`src/rtl/hic_pkg.sv`:
```
package hic_pkg;

  function automatic int bits_for(input int n);
    return (n <= 1) ? 1 : $clog2(n);
  endfunction

  typedef enum logic {
    LK_IDLE = 1'b0,
    LK_SEND = 1'b1
  } lk_state_e;

endpackage

```
`src/rtl/hic_pos_track.sv`:
```
// Tracks the position of the byte on the input within the current cell.
module hic_pos_track
  import hic_pkg::*;
#(
  parameter int CELL_LEN = 53,
  localparam int PW = bits_for(CELL_LEN)
) (
  input  logic          clk,
  input  logic          rst_n,
  input  logic          byte_acc,
  input  logic          byte_sop,
  output logic [PW-1:0] byte_pos,
  output logic          byte_in_cell
);

  localparam logic [PW-1:0] LAST_POS = PW'(CELL_LEN - 1);

  logic [PW-1:0] cnt_q;
  logic          open_q;

  // A cell-start byte is always position zero, whatever came before.
  assign byte_pos     = byte_sop ? '0 : cnt_q;
  assign byte_in_cell = byte_sop | open_q;

  always_ff @(posedge clk or negedge rst_n) begin
    if (!rst_n) begin
      cnt_q  <= '0;
      open_q <= 1'b0;
    end else if (byte_acc) begin
      if (byte_sop) begin
        cnt_q  <= PW'(1);
        open_q <= 1'b1;
      end else if (open_q) begin
        if (cnt_q == LAST_POS) begin
          cnt_q  <= '0;
          open_q <= 1'b0;
        end else begin
          cnt_q <= cnt_q + 1'b1;
        end
      end
    end
  end

  // an accepted cell start leaves the tracker one byte into an open cell
  p_sop_restart_r11: assert property (@(posedge clk) disable iff (!rst_n)
    byte_acc && byte_sop |=> byte_in_cell && (byte_pos == PW'(1) || byte_sop));

  // with no accepted byte the position does not move
  p_pos_hold_r10: assert property (@(posedge clk) disable iff (!rst_n)
    !byte_acc |=> $stable(cnt_q) && $stable(open_q));

endmodule

```
`src/rtl/hic_nib_bank.sv`:
```
// Six nibble registers written in place from the header bytes, with readback.
module hic_nib_bank
  import hic_pkg::*;
#(
  parameter int NIB_W     = 4,
  parameter int ID_NIBS   = 6,
  parameter int HDR_FIRST = 1,
  parameter int PW        = 6,
  localparam int BYTE_W    = 2 * NIB_W,
  localparam int ID_W      = NIB_W * ID_NIBS,
  localparam int IDX_W     = bits_for(ID_NIBS),
  localparam int LAST_BYTE = (HDR_FIRST + ID_NIBS - 1) / 2
) (
  input  logic              clk,
  input  logic              rst_n,
  input  logic              byte_acc,
  input  logic              byte_in_cell,
  input  logic [PW-1:0]     byte_pos,
  input  logic [BYTE_W-1:0] byte_data,
  input  logic [IDX_W-1:0]  rd_idx,
  output logic [ID_W-1:0]   id_word,
  output logic [NIB_W-1:0]  rd_nib,
  output logic              id_done
);

  logic hdr_acc;
  assign hdr_acc = byte_acc && byte_in_cell;

  // Header nibbles are numbered in arrival order, high half of each byte first.
  // Identifier nibble k sits at header slot HDR_FIRST + ID_NIBS-1-k.
  for (genvar k = 0; k < ID_NIBS; k++) begin : g_nib
    localparam int SLOT    = HDR_FIRST + ID_NIBS - 1 - k;
    localparam int BYTE_AT = SLOT / 2;
    localparam bit HIGH    = (SLOT % 2) == 0;

    logic [NIB_W-1:0] src;
    logic [NIB_W-1:0] nib_q;

    if (HIGH) begin : g_hi
      assign src = byte_data[BYTE_W-1 -: NIB_W];
    end else begin : g_lo
      assign src = byte_data[NIB_W-1:0];
    end

    always_ff @(posedge clk or negedge rst_n) begin
      if (!rst_n) begin
        nib_q <= '0;
      end else if (hdr_acc && byte_pos == PW'(BYTE_AT)) begin
        nib_q <= src;
      end
    end

    assign id_word[k*NIB_W +: NIB_W] = nib_q;
  end

  assign id_done = hdr_acc && byte_pos == PW'(LAST_BYTE);

  always_comb begin
    rd_nib = '0;
    for (int k = 0; k < ID_NIBS; k++) begin
      if (rd_idx == IDX_W'(k)) rd_nib = id_word[k*NIB_W +: NIB_W];
    end
  end

  // bytes past the identifier part of the header leave the bank untouched
  p_hdr_only_r3: assert property (@(posedge clk) disable iff (!rst_n)
    hdr_acc && byte_pos > PW'(LAST_BYTE) |=> $stable(id_word));

  // bytes outside any cell are discarded
  p_stray_r9: assert property (@(posedge clk) disable iff (!rst_n)
    byte_acc && !byte_in_cell |=> $stable(id_word));

endmodule

```
`src/rtl/hic_word_out.sv`:
```
// Presents the identifier to the lookup as successive address words.
module hic_word_out
  import hic_pkg::*;
#(
  parameter int WORD_W    = 12,
  parameter int NUM_WORDS = 2,
  localparam int ID_W  = WORD_W * NUM_WORDS,
  localparam int SEL_W = bits_for(NUM_WORDS)
) (
  input  logic              clk,
  input  logic              rst_n,
  input  logic              id_done,
  input  logic [ID_W-1:0]   id_word,
  input  logic              lk_ready,
  output logic              lk_valid,
  output logic [WORD_W-1:0] lk_addr,
  output logic [SEL_W-1:0]  lk_sel
);

  localparam logic [SEL_W-1:0] LAST_SEL = SEL_W'(NUM_WORDS - 1);

  lk_state_e        st_q;
  logic [SEL_W-1:0] sel_q;
  logic [WORD_W-1:0] word_v [NUM_WORDS];

  // Word w carries the w-th slice counted from the top of the identifier.
  for (genvar w = 0; w < NUM_WORDS; w++) begin : g_word
    assign word_v[w] = id_word[ID_W-1-w*WORD_W -: WORD_W];
  end

  always_comb begin
    lk_addr = '0;
    for (int w = 0; w < NUM_WORDS; w++) begin
      if (sel_q == SEL_W'(w)) lk_addr = word_v[w];
    end
  end

  assign lk_valid = (st_q == LK_SEND);
  assign lk_sel   = sel_q;

  always_ff @(posedge clk or negedge rst_n) begin
    if (!rst_n) begin
      st_q  <= LK_IDLE;
      sel_q <= '0;
    end else begin
      unique case (st_q)
        LK_IDLE: begin
          if (id_done) begin
            st_q  <= LK_SEND;
            sel_q <= '0;
          end
        end
        LK_SEND: begin
          if (lk_ready) begin
            if (sel_q == LAST_SEL) begin
              st_q  <= LK_IDLE;
              sel_q <= '0;
            end else begin
              sel_q <= sel_q + 1'b1;
            end
          end
        end
        default: st_q <= LK_IDLE;
      endcase
    end
  end

  // completion of the identifier opens the sequence with the upper word
  p_first_word_r4: assert property (@(posedge clk) disable iff (!rst_n)
    id_done |=> lk_valid && lk_sel == '0);

  // each accepted word is followed by the next one
  p_advance_r5: assert property (@(posedge clk) disable iff (!rst_n)
    lk_valid && lk_ready && lk_sel != LAST_SEL |=> lk_valid && lk_sel == $past(lk_sel) + 1'b1);

  // the sequence ends after the last word is accepted
  p_finish_r5: assert property (@(posedge clk) disable iff (!rst_n)
    lk_valid && lk_ready && lk_sel == LAST_SEL |=> !lk_valid);

  // an offered word holds under back-pressure
  p_hold_r6: assert property (@(posedge clk) disable iff (!rst_n)
    lk_valid && !lk_ready |=> lk_valid && $stable(lk_sel) && $stable(lk_addr));

  // a new identifier never completes while words are outstanding
  p_done_idle_r7: assert property (@(posedge clk) disable iff (!rst_n)
    id_done |-> !lk_valid);

endmodule

```
`src/rtl/hdr_id_capture.sv`:
```
module hdr_id_capture
  import hic_pkg::*;
#(
  parameter int CELL_LEN  = 53,
  parameter int NIB_W     = 4,
  parameter int ID_NIBS   = 6,
  parameter int WORD_NIBS = 3,
  parameter int HDR_FIRST = 1,
  localparam int BYTE_W    = 2 * NIB_W,
  localparam int ID_W      = NIB_W * ID_NIBS,
  localparam int NUM_WORDS = ID_NIBS / WORD_NIBS,
  localparam int WORD_W    = WORD_NIBS * NIB_W,
  localparam int SEL_W     = bits_for(NUM_WORDS),
  localparam int IDX_W     = bits_for(ID_NIBS),
  localparam int PW        = bits_for(CELL_LEN)
) (
  input  logic              clk,
  input  logic              rst_n,
  input  logic              in_valid,
  output logic              in_ready,
  input  logic [BYTE_W-1:0] in_data,
  input  logic              in_sop,
  output logic              lk_valid,
  input  logic              lk_ready,
  output logic [WORD_W-1:0] lk_addr,
  output logic [SEL_W-1:0]  lk_sel,
  input  logic [IDX_W-1:0]  rd_idx,
  output logic [NIB_W-1:0]  rd_nib
);

  logic          byte_acc;
  logic [PW-1:0] byte_pos;
  logic          byte_in_cell;
  logic [ID_W-1:0] id_word;
  logic          id_done;

  // A new cell may not start while the lookup still owes words.
  assign in_ready = !(lk_valid && in_sop);
  assign byte_acc = in_valid && in_ready;

  hic_pos_track #(
    .CELL_LEN(CELL_LEN)
  ) pos_i (
    .clk         (clk),
    .rst_n       (rst_n),
    .byte_acc    (byte_acc),
    .byte_sop    (in_sop),
    .byte_pos    (byte_pos),
    .byte_in_cell(byte_in_cell)
  );

  hic_nib_bank #(
    .NIB_W    (NIB_W),
    .ID_NIBS  (ID_NIBS),
    .HDR_FIRST(HDR_FIRST),
    .PW       (PW)
  ) bank_i (
    .clk         (clk),
    .rst_n       (rst_n),
    .byte_acc    (byte_acc),
    .byte_in_cell(byte_in_cell),
    .byte_pos    (byte_pos),
    .byte_data   (in_data),
    .rd_idx      (rd_idx),
    .id_word     (id_word),
    .rd_nib      (rd_nib),
    .id_done     (id_done)
  );

  hic_word_out #(
    .WORD_W   (WORD_W),
    .NUM_WORDS(NUM_WORDS)
  ) out_i (
    .clk     (clk),
    .rst_n   (rst_n),
    .id_done (id_done),
    .id_word (id_word),
    .lk_ready(lk_ready),
    .lk_valid(lk_valid),
    .lk_addr (lk_addr),
    .lk_sel  (lk_sel)
  );

  // a cell-start byte is held off while a word is outstanding
  p_sop_blocked_r7: assert property (@(posedge clk) disable iff (!rst_n)
    lk_valid && in_sop |-> !in_ready);

  // the identifier is frozen while the lookup sequence runs
  p_freeze_r8: assert property (@(posedge clk) disable iff (!rst_n)
    lk_valid |=> $stable(id_word));

endmodule

```
`config.mk`:
```
export PLATFORM = sky130hd
export DESIGN_NAME = hdr_id_capture
export DESIGN_NICKNAME = d
export VERILOG_FILES = /design/src/rtl/hic_pkg.sv /design/src/rtl/hic_pos_track.sv /design/src/rtl/hic_nib_bank.sv /design/src/rtl/hic_word_out.sv /design/src/rtl/hdr_id_capture.sv
export SDC_FILE = /design/constraint.sdc
export NUM_CORES = 1
export LEC_CHECK = 0
export ABC_AREA = 1
export BUFFER_PORTS_ARGS = -buffer_cell sky130_fd_sc_hd__buf_2
export CAP_MARGIN = 20
export CELL_PAD_IN_SITES_DETAIL_PLACEMENT = 2
export CELL_PAD_IN_SITES_GLOBAL_PLACEMENT = 2
export CORE_MARGIN = 4
export CORE_UTILIZATION = 28
export CTS_BUF_LIST = sky130_fd_sc_hd__clkbuf_4 sky130_fd_sc_hd__clkbuf_8 sky130_fd_sc_hd__clkbuf_16
export CTS_CLUSTER_DIAMETER = 200
export CTS_CLUSTER_SIZE = 12
export DETAILED_ROUTE_END_ITERATION = 10
export GPL_ROUTABILITY_DRIVEN = 0
export PLACE_DENSITY_LB_ADDON = 0.1
export SYNTH_ARGS = -nofsm -noshare
export SYNTH_HDL_FRONTEND = slang
export SYNTH_HIERARCHICAL = 1
export SYNTH_SLANG_ARGS = --single-unit
```
`constraint.sdc`:
```
create_clock -name clk -period 1.3 [get_ports clk]
set_input_delay 0.26 -clock clk [delete_from_list [all_inputs] [get_ports clk]]
set_output_delay 0.26 -clock clk [all_outputs]
set_load 0.02 [all_outputs]
```
==> qor.txt <==
pin count of the biggest net entering global routing = 34
Core Region = 6944 µm²
switching portion of total power = 46.10%
Area Overhead vs Synth = 70.88%
fin. max-slew vios = 0
placed cell area = 2522 µm²
Sw Pwr = 3.480 mW
Finished Core Util = 50.13%
row count = 30
Starting Density = 29.33%
maximum VDD drop = 710.3 µV
syn nets = 295
Comb pwr share = 59.0%
max-slew headroom at the worst pin = 73.20%
Worst R2R Setup Slack = -0.19 ns
GRT overflow = 0
Reg power frac = 26.5%
Ports = 35
Seq/Total Area, Yosys = 40.54%
Clock transition at path regs = 0.08 ns
hpwl dp = 5.361 mm
Port Buffers = 34
Mapped Cells = 277
Die W = 93.29 µm
max incr delay on CP = 0.41 ns
CTS tree = built
#FFs+latches synth = 33
initial DRC count = 77
Yosys Warn Count = 6
CP Capture Type = output port
Yosys cell types = 27
full die area = 8703 µm²
Critical path origin = bank_i/g_nib[1].nib_q[1]
Slew @ Worst Pin = 0.4020 ns
most frequent cells in the layout = 47 x nand2_1, 44 x buf_4, 32 x nand2_2
CTS H-tree lvls = 2
setup violators final = 46
Vias/cell = 4.895
antenna-violating nets left = 0
Routed WL = 10.15 mm
Final period util = 122.7%
syn_area_per_cell = 7.354 µm²
Leakage = 1.756 nW
fin area = 3481 µm²
Total GRT Usage = 19.75%
P per Cell Area = 2169 nW/µm²
f_max = 627.1 MHz
met1 wire length = 4.216 mm
vias in the first global route = 2476
Reg-to-Reg Start = pos_i/cnt_q[3]
Top Metal Used = met4
Met2 Routed Length = 5.479 mm
WL met3 = 261 µm
Root Driver = clkbuf_8
Sink Count = 33
most frequent CP cell = nand4_1
Setup Crit Path Kind = reg2out
CTS Buffer Depth = 2
required time of the critical path = 1.04 ns
Num CTS Buffers = 5
min-delay worst type = in2reg
wire length of the first global-routing pass = 13.21 mm
RSZ-0062 raised after global routing = yes
MaxCap Viol Count = 0
TritonRoute pass-1 iters = 4
failing checks = negative setup slack
final setup TNS = -7.464 ns
Crit-path slowest cell = dfrtp_1
fillcell total = 781
initial antenna violation count = 0
antenna cells = 0
final worst setup slack = -0.2946 ns
crit-path max FO = 2
final net count = 387
wire per inst = 21.79 µm
crit path launch type = register
CP Data Arrival Time = 1.33 ns
multi-input logic area = 1443 µm²
chip height = 93.29 µm
total number of vias = 2281
Final min period = 1.595 ns
clk_skew = 0.006957 ns
final hold vios = 0
Reg2Reg Depth = 9
layout cells sized above 1 = 61.62%
worst reg2reg path endpoint = bank_i/g_nib[2].nib_q[3]
outcome = finished with violations
Clock power frac = 14.5%
crit-path cells = nand4_1 -> nand2_1 -> nor2_1 -> nand4_1 -> buf_4
commonest non-fill, non-tap cell in the layout = nand2_1
Post-route DRC = 0
critical path endpoint = rd_nib[1]
Skew-Pair Late Insertion Delay = 0.31 ns
FF+latch area = 829.5 µm²
mapped cell area = 2037 µm²
Internal Power = 4.069 mW
-- power by group through the flow --
stage / sequential, mW / combinational (mW) / clock, mW
finish: 2.00 / 4.46 / 1.09
global route: 2.04 / 4.71 / 1.14
CTS: 1.88 / 3.50 / 1.08
detailed placement: 1.87 / 2.49 / 0
global placement: 1.86 / 2.40 / 0
floorplan: 1.76 / 1.60 / 0
-- synthesized netlist by cell type --
| master | n | share of area (%) |
|---|---|---|
| dfrtp_1 | 33 | 41 |
| nor2_2 | 1 | 0.31 |
| nand4_1 | 9 | 2.8 |
| a21oi_2 | 1 | 0.43 |
| buf_6 | 4 | 2.2 |
| o21ai_0 | 10 | 2.5 |
| o21bai_1 | 1 | 0.37 |
| nor2_4 | 2 | 1.1 |
| nor2_8 | 1 | 0.98 |
| a31oi_1 | 1 | 0.31 |
| a21oi_1 | 1 | 0.25 |
| nand3b_1 | 1 | 0.37 |
| o21ai_1 | 1 | 0.25 |
| inv_1 | 35 | 6.4 |
| nand2_2 | 5 | 1.5 |
| nand3_1 | 11 | 2.7 |
| inv_4 | 1 | 0.31 |
| clkbuf_8 | 1 | 0.68 |
| nand2_1 | 103 | 19 |
| nor2_1 | 29 | 5.3 |
| inv_2 | 2 | 0.37 |
| ha_1 | 2 | 1.2 |
| nand3_2 | 1 | 0.49 |
| buf_2 | 1 | 0.25 |
| buf_12 | 1 | 0.98 |
| nor3_2 | 3 | 1.5 |
| o21ai_2 | 16 | 6.9 |
-- cell families (layout without fill, tap and decap cells) --
kind of cell	count (synthesis)	after routing	synth area share, %
buf+inv	45	137	11.24
compound gates	31	31	10.93
simple gates	166	167	36.06
fa+ha+maj	2	2	1.228
flops	33	33	40.54
-- stage by stage --
step / power, mW / worst slack (ns) / hold slack, ns / cells
after CTS: 6.462 / -0.2157 / 0.1687 / 458
after floorplan: 3.362 / -0.05999 / -0.03559 / 277
final: 7.549 / -0.2946 / 0.1940 / 466
after global placement: 4.259 / -0.08251 / 0.2389 / 433
after detailed placement: 4.361 / -0.1985 / 0.2390 / 433
after global routing: 7.897 / -0.3430 / 0.1958 / 466
-- critical path: cells and delay by family, from the launching register on --
| kind | cells | cell delay (ns) |
|---|---|---|
| and+or+nand+nor | 4 | 0.44 |
| DFF | 1 | 0.41 |
| buffers and inverters | 1 | 0.17 |
-- how the worst min path moves through the flow --
stage                  start                  endpoint  slack, ns  depth (start not counted)
floorplan              rst_n  bank_i/g_nib[0].nib_q[0]      -0.04                          0
global placement       rst_n            pos_i/cnt_q[2]       0.24                          2
detailed placement     rst_n            pos_i/cnt_q[4]       0.24                          2
CTS                 lk_ready            out_i/lk_valid       0.17                          2
global route        lk_ready            out_i/lk_valid       0.20                          2
finish              lk_ready            out_i/lk_valid       0.19                          2
-- state kept, by name (all words and copies together), names as in the netlist --
| register | cells |
|---|---|
| bank_i/g_nib.nib_q | 24 |
| out_i/lk_sel | 1 |
| out_i/lk_valid | 1 |
| pos_i/cnt_q | 6 |
| pos_i/open_q | 1 |
-- metal layers --
metal,GRT usage [%],vias to the layer above
met5,0,-
met2,37.16,45
met1,23.68,1164
li1,-,1059
met3,2.735,13
met4,4.029,0
-- final cells by class --
cell class                 count  area share, %
clock buffer                   6          2.372
clock inverter                 2          1.078
inverter                      38          4.601
multi-input combinational    200          41.44
sequential                    33          23.83
tap                           96          3.451
timing repair buffer          90          23.04
timing repair inverter         1         0.1797
-- repair_timing --
item | in CTS | in global routing
hold buffers | 1 | 0
cloned | 1 | 2
setup buffers | 15 | 10
gates resized for setup | 110 | 91
pin swaps | 24 | 31
endpoints found under the setup margin | 52 | 51
endpoints found under the hold margin | 33 | 0
(Power assumes the default switching activity.)
